==> src/rtl/g711_pkg.sv <==
package g711_pkg;

    localparam int LIN_W    = 16;
    localparam int MAG_W    = LIN_W + 1;
    localparam int CODE_W   = 8;
    localparam int SEG_W    = 3;
    localparam int STEP_W   = 4;
    localparam int NUM_LAWS = 2;
    localparam int MU_DROP  = 3;
    localparam int A_DROP   = 4;
    localparam int MU_BIAS  = 132;
    localparam int A_SEG1   = 264;
    localparam logic [CODE_W-1:0] A_TOGGLE = 8'h55;

    typedef enum logic {
        LAW_MU = 1'b0,
        LAW_A  = 1'b1
    } law_e;

    typedef struct packed {
        logic              neg;
        logic [SEG_W-1:0]  seg;
        logic [STEP_W-1:0] step;
    } cfield_t;

    function automatic logic [SEG_W-1:0] top_bit(input logic [7:0] w);
        logic [SEG_W-1:0] r;
        r = '0;
        for (int i = 0; i < 8; i++) begin
            if (w[i]) r = SEG_W'(i);
        end
        return r;
    endfunction

    function automatic cfield_t unpack_code(input law_e law, input logic [CODE_W-1:0] code);
        cfield_t f;
        logic [CODE_W-1:0] t;
        if (law == LAW_MU) begin
            t = ~code;
            f.neg = ~t[7];
        end else begin
            t = code ^ A_TOGGLE;
            f.neg = t[7];
        end
        f.seg  = t[6:4];
        f.step = t[3:0];
        return f;
    endfunction

    function automatic logic [CODE_W-1:0] pack_code(input law_e law, input cfield_t f);
        logic [CODE_W-1:0] r;
        if (law == LAW_MU) r = ~{~f.neg, f.seg, f.step};
        else               r = {f.neg, f.seg, f.step} ^ A_TOGGLE;
        return r;
    endfunction

    function automatic logic [MAG_W-1:0] grid_mask(input law_e law);
        int drop;
        drop = (law == LAW_MU) ? MU_DROP : A_DROP;
        return ~MAG_W'((1 << drop) - 1);
    endfunction

endpackage

==> src/rtl/g711_expand_core.sv <==
module g711_expand_core
    import g711_pkg::*;
#(
    parameter law_e LAW = LAW_MU
) (
    input  logic [CODE_W-1:0] code_i,
    output logic [LIN_W-1:0]  lin_o
);
    localparam logic [MAG_W-1:0] KEEP = grid_mask(LAW);

    cfield_t          fld;
    logic [MAG_W-1:0] raw_mag;
    logic [MAG_W-1:0] grid_mag;
    logic [MAG_W-1:0] neg_mag;

    assign fld = unpack_code(LAW, code_i);

    generate
        if (LAW == LAW_MU) begin : g_mu
            logic [MAG_W-1:0] base;
            always_comb begin
                base    = (MAG_W'(fld.step) << 3) + MAG_W'(MU_BIAS);
                raw_mag = (base << fld.seg) - MAG_W'(MU_BIAS);
            end
        end else begin : g_a
            logic [MAG_W-1:0] base;
            always_comb begin
                base = (MAG_W'(fld.step) << 4) + MAG_W'(A_SEG1);
                if (fld.seg == '0) raw_mag = (MAG_W'(fld.step) << 4) + MAG_W'(8);
                else               raw_mag = base << (fld.seg - SEG_W'(1));
            end
        end
    endgenerate

    always_comb begin
        grid_mag = raw_mag & KEEP;
        neg_mag  = MAG_W'(0) - grid_mag;
        lin_o    = fld.neg ? neg_mag[LIN_W-1:0] : grid_mag[LIN_W-1:0];
    end

endmodule

==> src/rtl/g711_compress_core.sv <==
module g711_compress_core
    import g711_pkg::*;
#(
    parameter law_e LAW = LAW_MU
) (
    input  logic [LIN_W-1:0]  lin_i,
    output logic [CODE_W-1:0] code_o
);
    localparam logic [MAG_W-1:0] KEEP = grid_mask(LAW);

    logic             is_neg;
    logic [MAG_W-1:0] floored;
    logic [MAG_W-1:0] mag;
    logic [MAG_W-1:0] probe;
    logic [MAG_W-1:0] shifted;
    logic [7:0]       window;
    logic [SEG_W-1:0] seg;
    logic [3:0]       shamt;
    logic             sat;
    cfield_t          fld;

    always_comb begin
        is_neg  = lin_i[LIN_W-1];
        floored = {lin_i[LIN_W-1], lin_i} & KEEP;
        mag     = is_neg ? (MAG_W'(0) - floored) : floored;
    end

    generate
        if (LAW == LAW_MU) begin : g_mu
            always_comb begin
                probe  = mag + MAG_W'(MU_BIAS);
                sat    = probe[MAG_W-1] | probe[MAG_W-2];
                window = probe[14:7];
                seg    = top_bit(window);
                shamt  = {1'b0, seg} + 4'd3;
            end
        end else begin : g_a
            always_comb begin
                probe  = mag;
                sat    = probe[MAG_W-1] | probe[MAG_W-2];
                window = {probe[14:8], 1'b1};
                seg    = top_bit(window);
                shamt  = (seg == '0) ? 4'd4 : ({1'b0, seg} + 4'd3);
            end
        end
    endgenerate

    always_comb begin
        shifted = probe >> shamt;
        fld.neg = is_neg;
        if (sat) begin
            fld.seg  = '1;
            fld.step = '1;
        end else begin
            fld.seg  = seg;
            fld.step = shifted[STEP_W-1:0];
        end
        code_o = pack_code(LAW, fld);
    end

endmodule

==> src/rtl/g711_codec.sv <==
module g711_codec
    import g711_pkg::*;
(
    input  logic        clk,
    input  logic        rst,
    input  logic        law_alaw_i,
    input  logic        exp_vld_i,
    input  logic [7:0]  exp_code_i,
    input  logic        cmp_vld_i,
    input  logic [15:0] cmp_lin_i,
    output logic        exp_vld_o,
    output logic [15:0] exp_lin_o,
    output logic        cmp_vld_o,
    output logic [7:0]  cmp_code_o
);
    logic [LIN_W-1:0]  lin_by_law  [NUM_LAWS];
    logic [CODE_W-1:0] code_by_law [NUM_LAWS];
    logic [LIN_W-1:0]  lin_sel;
    logic [CODE_W-1:0] code_sel;

    generate
        for (genvar g = 0; g < NUM_LAWS; g++) begin : g_law
            g711_expand_core #(.LAW(law_e'(g))) u_exp (
                .code_i (exp_code_i),
                .lin_o  (lin_by_law[g])
            );
            g711_compress_core #(.LAW(law_e'(g))) u_cmp (
                .lin_i  (cmp_lin_i),
                .code_o (code_by_law[g])
            );
        end
    endgenerate

    always_comb begin
        lin_sel  = lin_by_law[law_alaw_i];
        code_sel = code_by_law[law_alaw_i];
    end

    always_ff @(posedge clk) begin
        if (rst) begin
            exp_vld_o  <= 1'b0;
            exp_lin_o  <= '0;
            cmp_vld_o  <= 1'b0;
            cmp_code_o <= '0;
        end else begin
            exp_vld_o <= exp_vld_i;
            cmp_vld_o <= cmp_vld_i;
            if (exp_vld_i) exp_lin_o  <= lin_sel;
            if (cmp_vld_i) cmp_code_o <= code_sel;
        end
    end

endmodule

==> config.mk <==
export PLATFORM = sky130hd
export DESIGN_NAME = g711_codec
export DESIGN_NICKNAME = d
export VERILOG_FILES = /design/src/rtl/g711_pkg.sv /design/src/rtl/g711_expand_core.sv /design/src/rtl/g711_compress_core.sv /design/src/rtl/g711_codec.sv
export SDC_FILE = /design/constraint.sdc
export NUM_CORES = 1
export LEC_CHECK = 0
export ABC_AREA = 1
export ABC_CLOCK_PERIOD_IN_PS = 3300
export BUFFER_PORTS_ARGS = -buffer_cell sky130_fd_sc_hd__buf_2
export CAP_MARGIN = 20
export CORE_MARGIN = 5
export CORE_UTILIZATION = 59
export DETAILED_ROUTE_END_ITERATION = 12
export GPL_ROUTABILITY_DRIVEN = 0
export HOLD_SLACK_MARGIN = 0.1
export PLACE_DENSITY = 0.92
export RECOVER_POWER = 25
export SYNTH_ARGS = -nofsm -noshare
export SYNTH_HDL_FRONTEND = slang
export SYNTH_SLANG_ARGS = --single-unit
==> constraint.sdc <==
create_clock -name clk -period 3.3 [get_ports clk]
set_input_delay 0.495 -clock clk [delete_from_list [all_inputs] [get_ports clk]]
set_output_delay 0.495 -clock clk [all_outputs]
set_load 0.03 [all_outputs]
==> impl_metrics.env <==
export IMPL_finalCritPeriodShare_pct=90.4
export IMPL_synth_area_mm2=0.00362
export IMPL_cp_slowest_cell="ha_2"
export IMPL_arrival_ns=3.19
export IMPL_vias=4694
export IMPL_status="finished, final reports clean"
export IMPL_rows=28
export IMPL_path_cells="clkbuf_4 > clkinvlp_4 > ha_2 > inv_1 > o21ai_0 > a21oi_1 > nand2_1 > o21ai_0 > inv_1 > ha_1 > inv_1 > nor3_1 > nand2_1 > o21ai_0 > o21ai_0 > a21oi_1 > nor2_1 > a21oi_1"
export IMPL_core_area_mm2=0.00596
export IMPL_cts_root_buf="clkbuf_8"
export IMPL_antenna_cells=0
export IMPL_cp_end_kind="flip-flop"
export IMPL_fillCellCount=572
export IMPL_p_comb_share_pct=59.5
export IMPL_setup_viol=0
export IMPL_antenna_left=0
export IMPL_worst_slew_pin_slew_ns=0.713
export IMPL_period_minus_slack_ns=2.98
export IMPL_grt_total_usage_pct=26.8
export IMPL_initial_core_util_pct=60.9
export IMPL_hold_class="input pin to flip-flop"
export IMPL_syn_mean_instance_area_um2=5.22
export IMPL_internal_power_mw=0.602
export IMPL_synth_compound_area_share_pct=17.4
export IMPL_grt_overflow=0
export IMPL_synthAdderAreaFrac_pct=3.80
export IMPL_ys_warnings_count=0
export IMPL_cts_tree="yes"
export IMPL_area_delta_synth_final_pct=8.91
export IMPL_dp_hpwl_mm=8.35
export IMPL_swShare_pct=49.9
export IMPL_max_freq_mhz=335
export IMPL_tns_ns=0
export IMPL_die_area_mm2=0.00781
export IMPL_cts_sinks=23
export IMPL_cp_slowest_stage_delay_ns=0.40
export IMPL_drc=0
export IMPL_finClkSkew_ns=0
export IMPL_power_density_mw_per_mm2=304
export IMPL_synthFlopType="dfxtp_1"
export IMPL_synthXorXnorAreaFrac_pct=1.69
export IMPL_whs_ns=0.469
export IMPL_ioPinCount=55
export IMPL_wl_per_cell_um=13.0
export IMPL_final_nets=775
export IMPL_die_w_um=88.4
export IMPL_synthArstFlopShare_pct=0
export IMPL_antenna_found_initial=0
export IMPL_ir_drop_mv=0.264
export IMPL_hold_buffers=0
export IMPL_pwr_share_clk_pct=14.4
export IMPL_clock_latency_ns=0.26
export IMPL_synth_seq_cells=23
export IMPL_grt_max_degree=25
export IMPL_clkSlewWorstSetupHoldPaths_ns=0.08
export IMPL_maxCapViolCount=0
export IMPL_cts_buffers=3
export IMPL_slew_viol_final=0
export IMPL_start_kind="input pin"
export IMPL_grt_pass1_vias=4336
export IMPL_seq_power_share_pct=26.1
export IMPL_drive_above_1_share_pct=11.2
export IMPL_switchingPower_mw=0.599
export IMPL_slew_headroom_pct=52.5
export IMPL_routed_wl_mm=10.5
export IMPL_ys_seq_area_share_pct=12.7
export IMPL_synth_mux_area_share_pct=0
export IMPL_path_common_cell="o21ai_0"
export IMPL_grt_first_pass_wirelength_mm=17.7
export IMPL_critPathMaxFanout=13
export IMPL_p_leak_nw=2.18
export IMPL_worstPathRequired_ns=3.50
export IMPL_clock_path_buffers=2
export IMPL_hold_viol_final=0
export IMPL_synth_simple_area_share_pct=50.9
export IMPL_portBuffers=48
export IMPL_viasPerCell=5.80
export IMPL_drt_initial_drc_count=268
export IMPL_synth_edf_count=0
export IMPL_rsz0062_at_grt="false"
export IMPL_synth_cells=694
export IMPL_htree_levels=1
export IMPL_drt_first_pass_iters=5
export IMPL_criticalPathCategory="input pin to flip-flop"
export IMPL_r2r_slack_ns=2.54
export IMPL_dieHeight_um=88.4
export IMPL_synthDistinctLibCells=37
export IMPL_synth_top_family_by_area="simple AND/OR/NAND/NOR gates"
==> cells by family (layout without fill, tap and decap cells) <==
family / Yosys count / count (layout)
buffers and inverters: 122 / 160
DFF: 23 / 23
and+or+nand+nor: 411 / 411
adders and majority gates: 11 / 11
xor gates and xnor gates: 7 / 7
other: 1 / 3
AOI/OAI and AO/OA: 119 / 119
==> state kept, by name, summed over array words and instances, names as in the netlist <==
signal	flops
exp_lin_o	13
cmp_code_o	8
exp_vld_o	1
cmp_vld_o	1
==> worst max-delay path, delay by kind of cell <==
family | cells | cell delay [ns]
simple gates | 4 | 0.51
fa+ha+maj | 2 | 0.59
buf+inv | 5 | 0.66
compound gates | 7 | 0.94
==> power groups by stage <==
stage / registers, mW / logic, mW / clock network [mW]
final: 0.313 / 0.715 / 0.173
after global routing: 0.316 / 0.801 / 0.186
after CTS: 0.312 / 0.700 / 0.172
after detailed placement: 0.319 / 0.695 / 0
after global placement: 0.318 / 0.670 / 0
after floorplan: 0.364 / 0.488 / 0
==> cell usage in the layout (no fill, tap or decap), drive strengths merged, types with 2 or more instances in the layout <==
| cell type | n |
|---|---|
| nor3 | 8 |
| nand2 | 222 |
| a31oi | 10 |
| nand3b | 4 |
| buf | 42 |
| nand3 | 111 |
| nor2 | 52 |
| o21ai | 68 |
| ha | 11 |
| conb | 3 |
| o211ai | 4 |
| inv | 100 |
| dfxtp | 23 |
| clkbuf | 15 |
| o22ai | 2 |
| nor4 | 2 |
| nand4 | 9 |
| clkinv | 2 |
| a21oi | 32 |
| or2 | 3 |
| xor2 | 6 |
==> repair_timing <==
item                                    4_1_cts  5_1_grt
setup buffers                                 0        2
gates resized for setup                       0        3
endpoints found under the setup margin        0        1
==> path summary, 6_finish.rpt <==
kind,from,cells after the start,to
setup / recovery,exp_code_i[5],18,exp_lin_o[14]
hold / removal,rst,2,exp_vld_o
setup reg to reg,exp_lin_o[12],2,exp_lin_o[12]
hold reg to reg,exp_lin_o[4],2,exp_lin_o[4]
==> cell type report <==
class | instances | area (um^2) | area share (%)
inverter | 102 | 387 | 9.79
clock buffer | 3 | 41.3 | 1.05
clock inverter | 1 | 5.00 | 0.127
timing repair buffer | 54 | 274 | 6.94
sequential | 23 | 460 | 11.7
multi-input combinational | 551 | 2690 | 68.1
tap | 75 | 93.8 | 2.38
==> layer usage <==
layer / vias up / share of wire, % / track usage [%] / routed length (um)
met5: - / 0 / 0 / 0
met4: 0 / 3.6 / 11.5 / 382
met3: 44 / 6.0 / 2.51 / 626
met2: 220 / 51 / 51.5 / 5320
met1: 2085 / 40 / 29.5 / 4170
li1: 2345 / - / - / -
==> synthesized netlist by cell type, types with 2 or more instances <==
library cell | count | area (um^2)
nor2_1 | 46 | 173
buf_2 | 3 | 15.0
nor3_1 | 7 | 35.0
o211ai_1 | 4 | 30.0
a31oi_1 | 10 | 62.6
xor2_1 | 6 | 52.6
nand3b_1 | 4 | 30.0
nand2_4 | 4 | 45.0
dfxtp_1 | 23 | 460
ha_1 | 11 | 138
o21ai_0 | 63 | 315
nand2_2 | 10 | 62.6
a21oi_1 | 32 | 160
clkbuf_1 | 10 | 37.5
o22ai_1 | 2 | 12.5
nand3_2 | 2 | 20.0
inv_1 | 95 | 357
nor4_1 | 2 | 12.5
or2_2 | 3 | 18.8
nand3_1 | 108 | 541
o21ai_1 | 5 | 25.0
inv_2 | 6 | 22.5
nand2_1 | 208 | 781
buf_4 | 5 | 37.5
nand4_1 | 9 | 56.3
nor2_2 | 5 | 31.3
==> through the flow <==
step | total power [mW] | instance area (um^2) | setup WS, ns | cells | utilization [%]
5_1_grt | 1.30 | 3950 | 0.0244 | 809 | 66.3
2_1_floorplan | 0.852 | 3630 | 0.501 | 696 | -
3_5_place_dp | 1.01 | 3890 | 0.0997 | 803 | 65.3
3_3_place_gp | 0.988 | 3890 | 0.235 | 803 | 65.3
4_1_cts | 1.18 | 3940 | 0.341 | 807 | 66.1
6_report | 1.20 | 3950 | 0.316 | 809 | 66.3
Power figures use the tool's default switching activity.
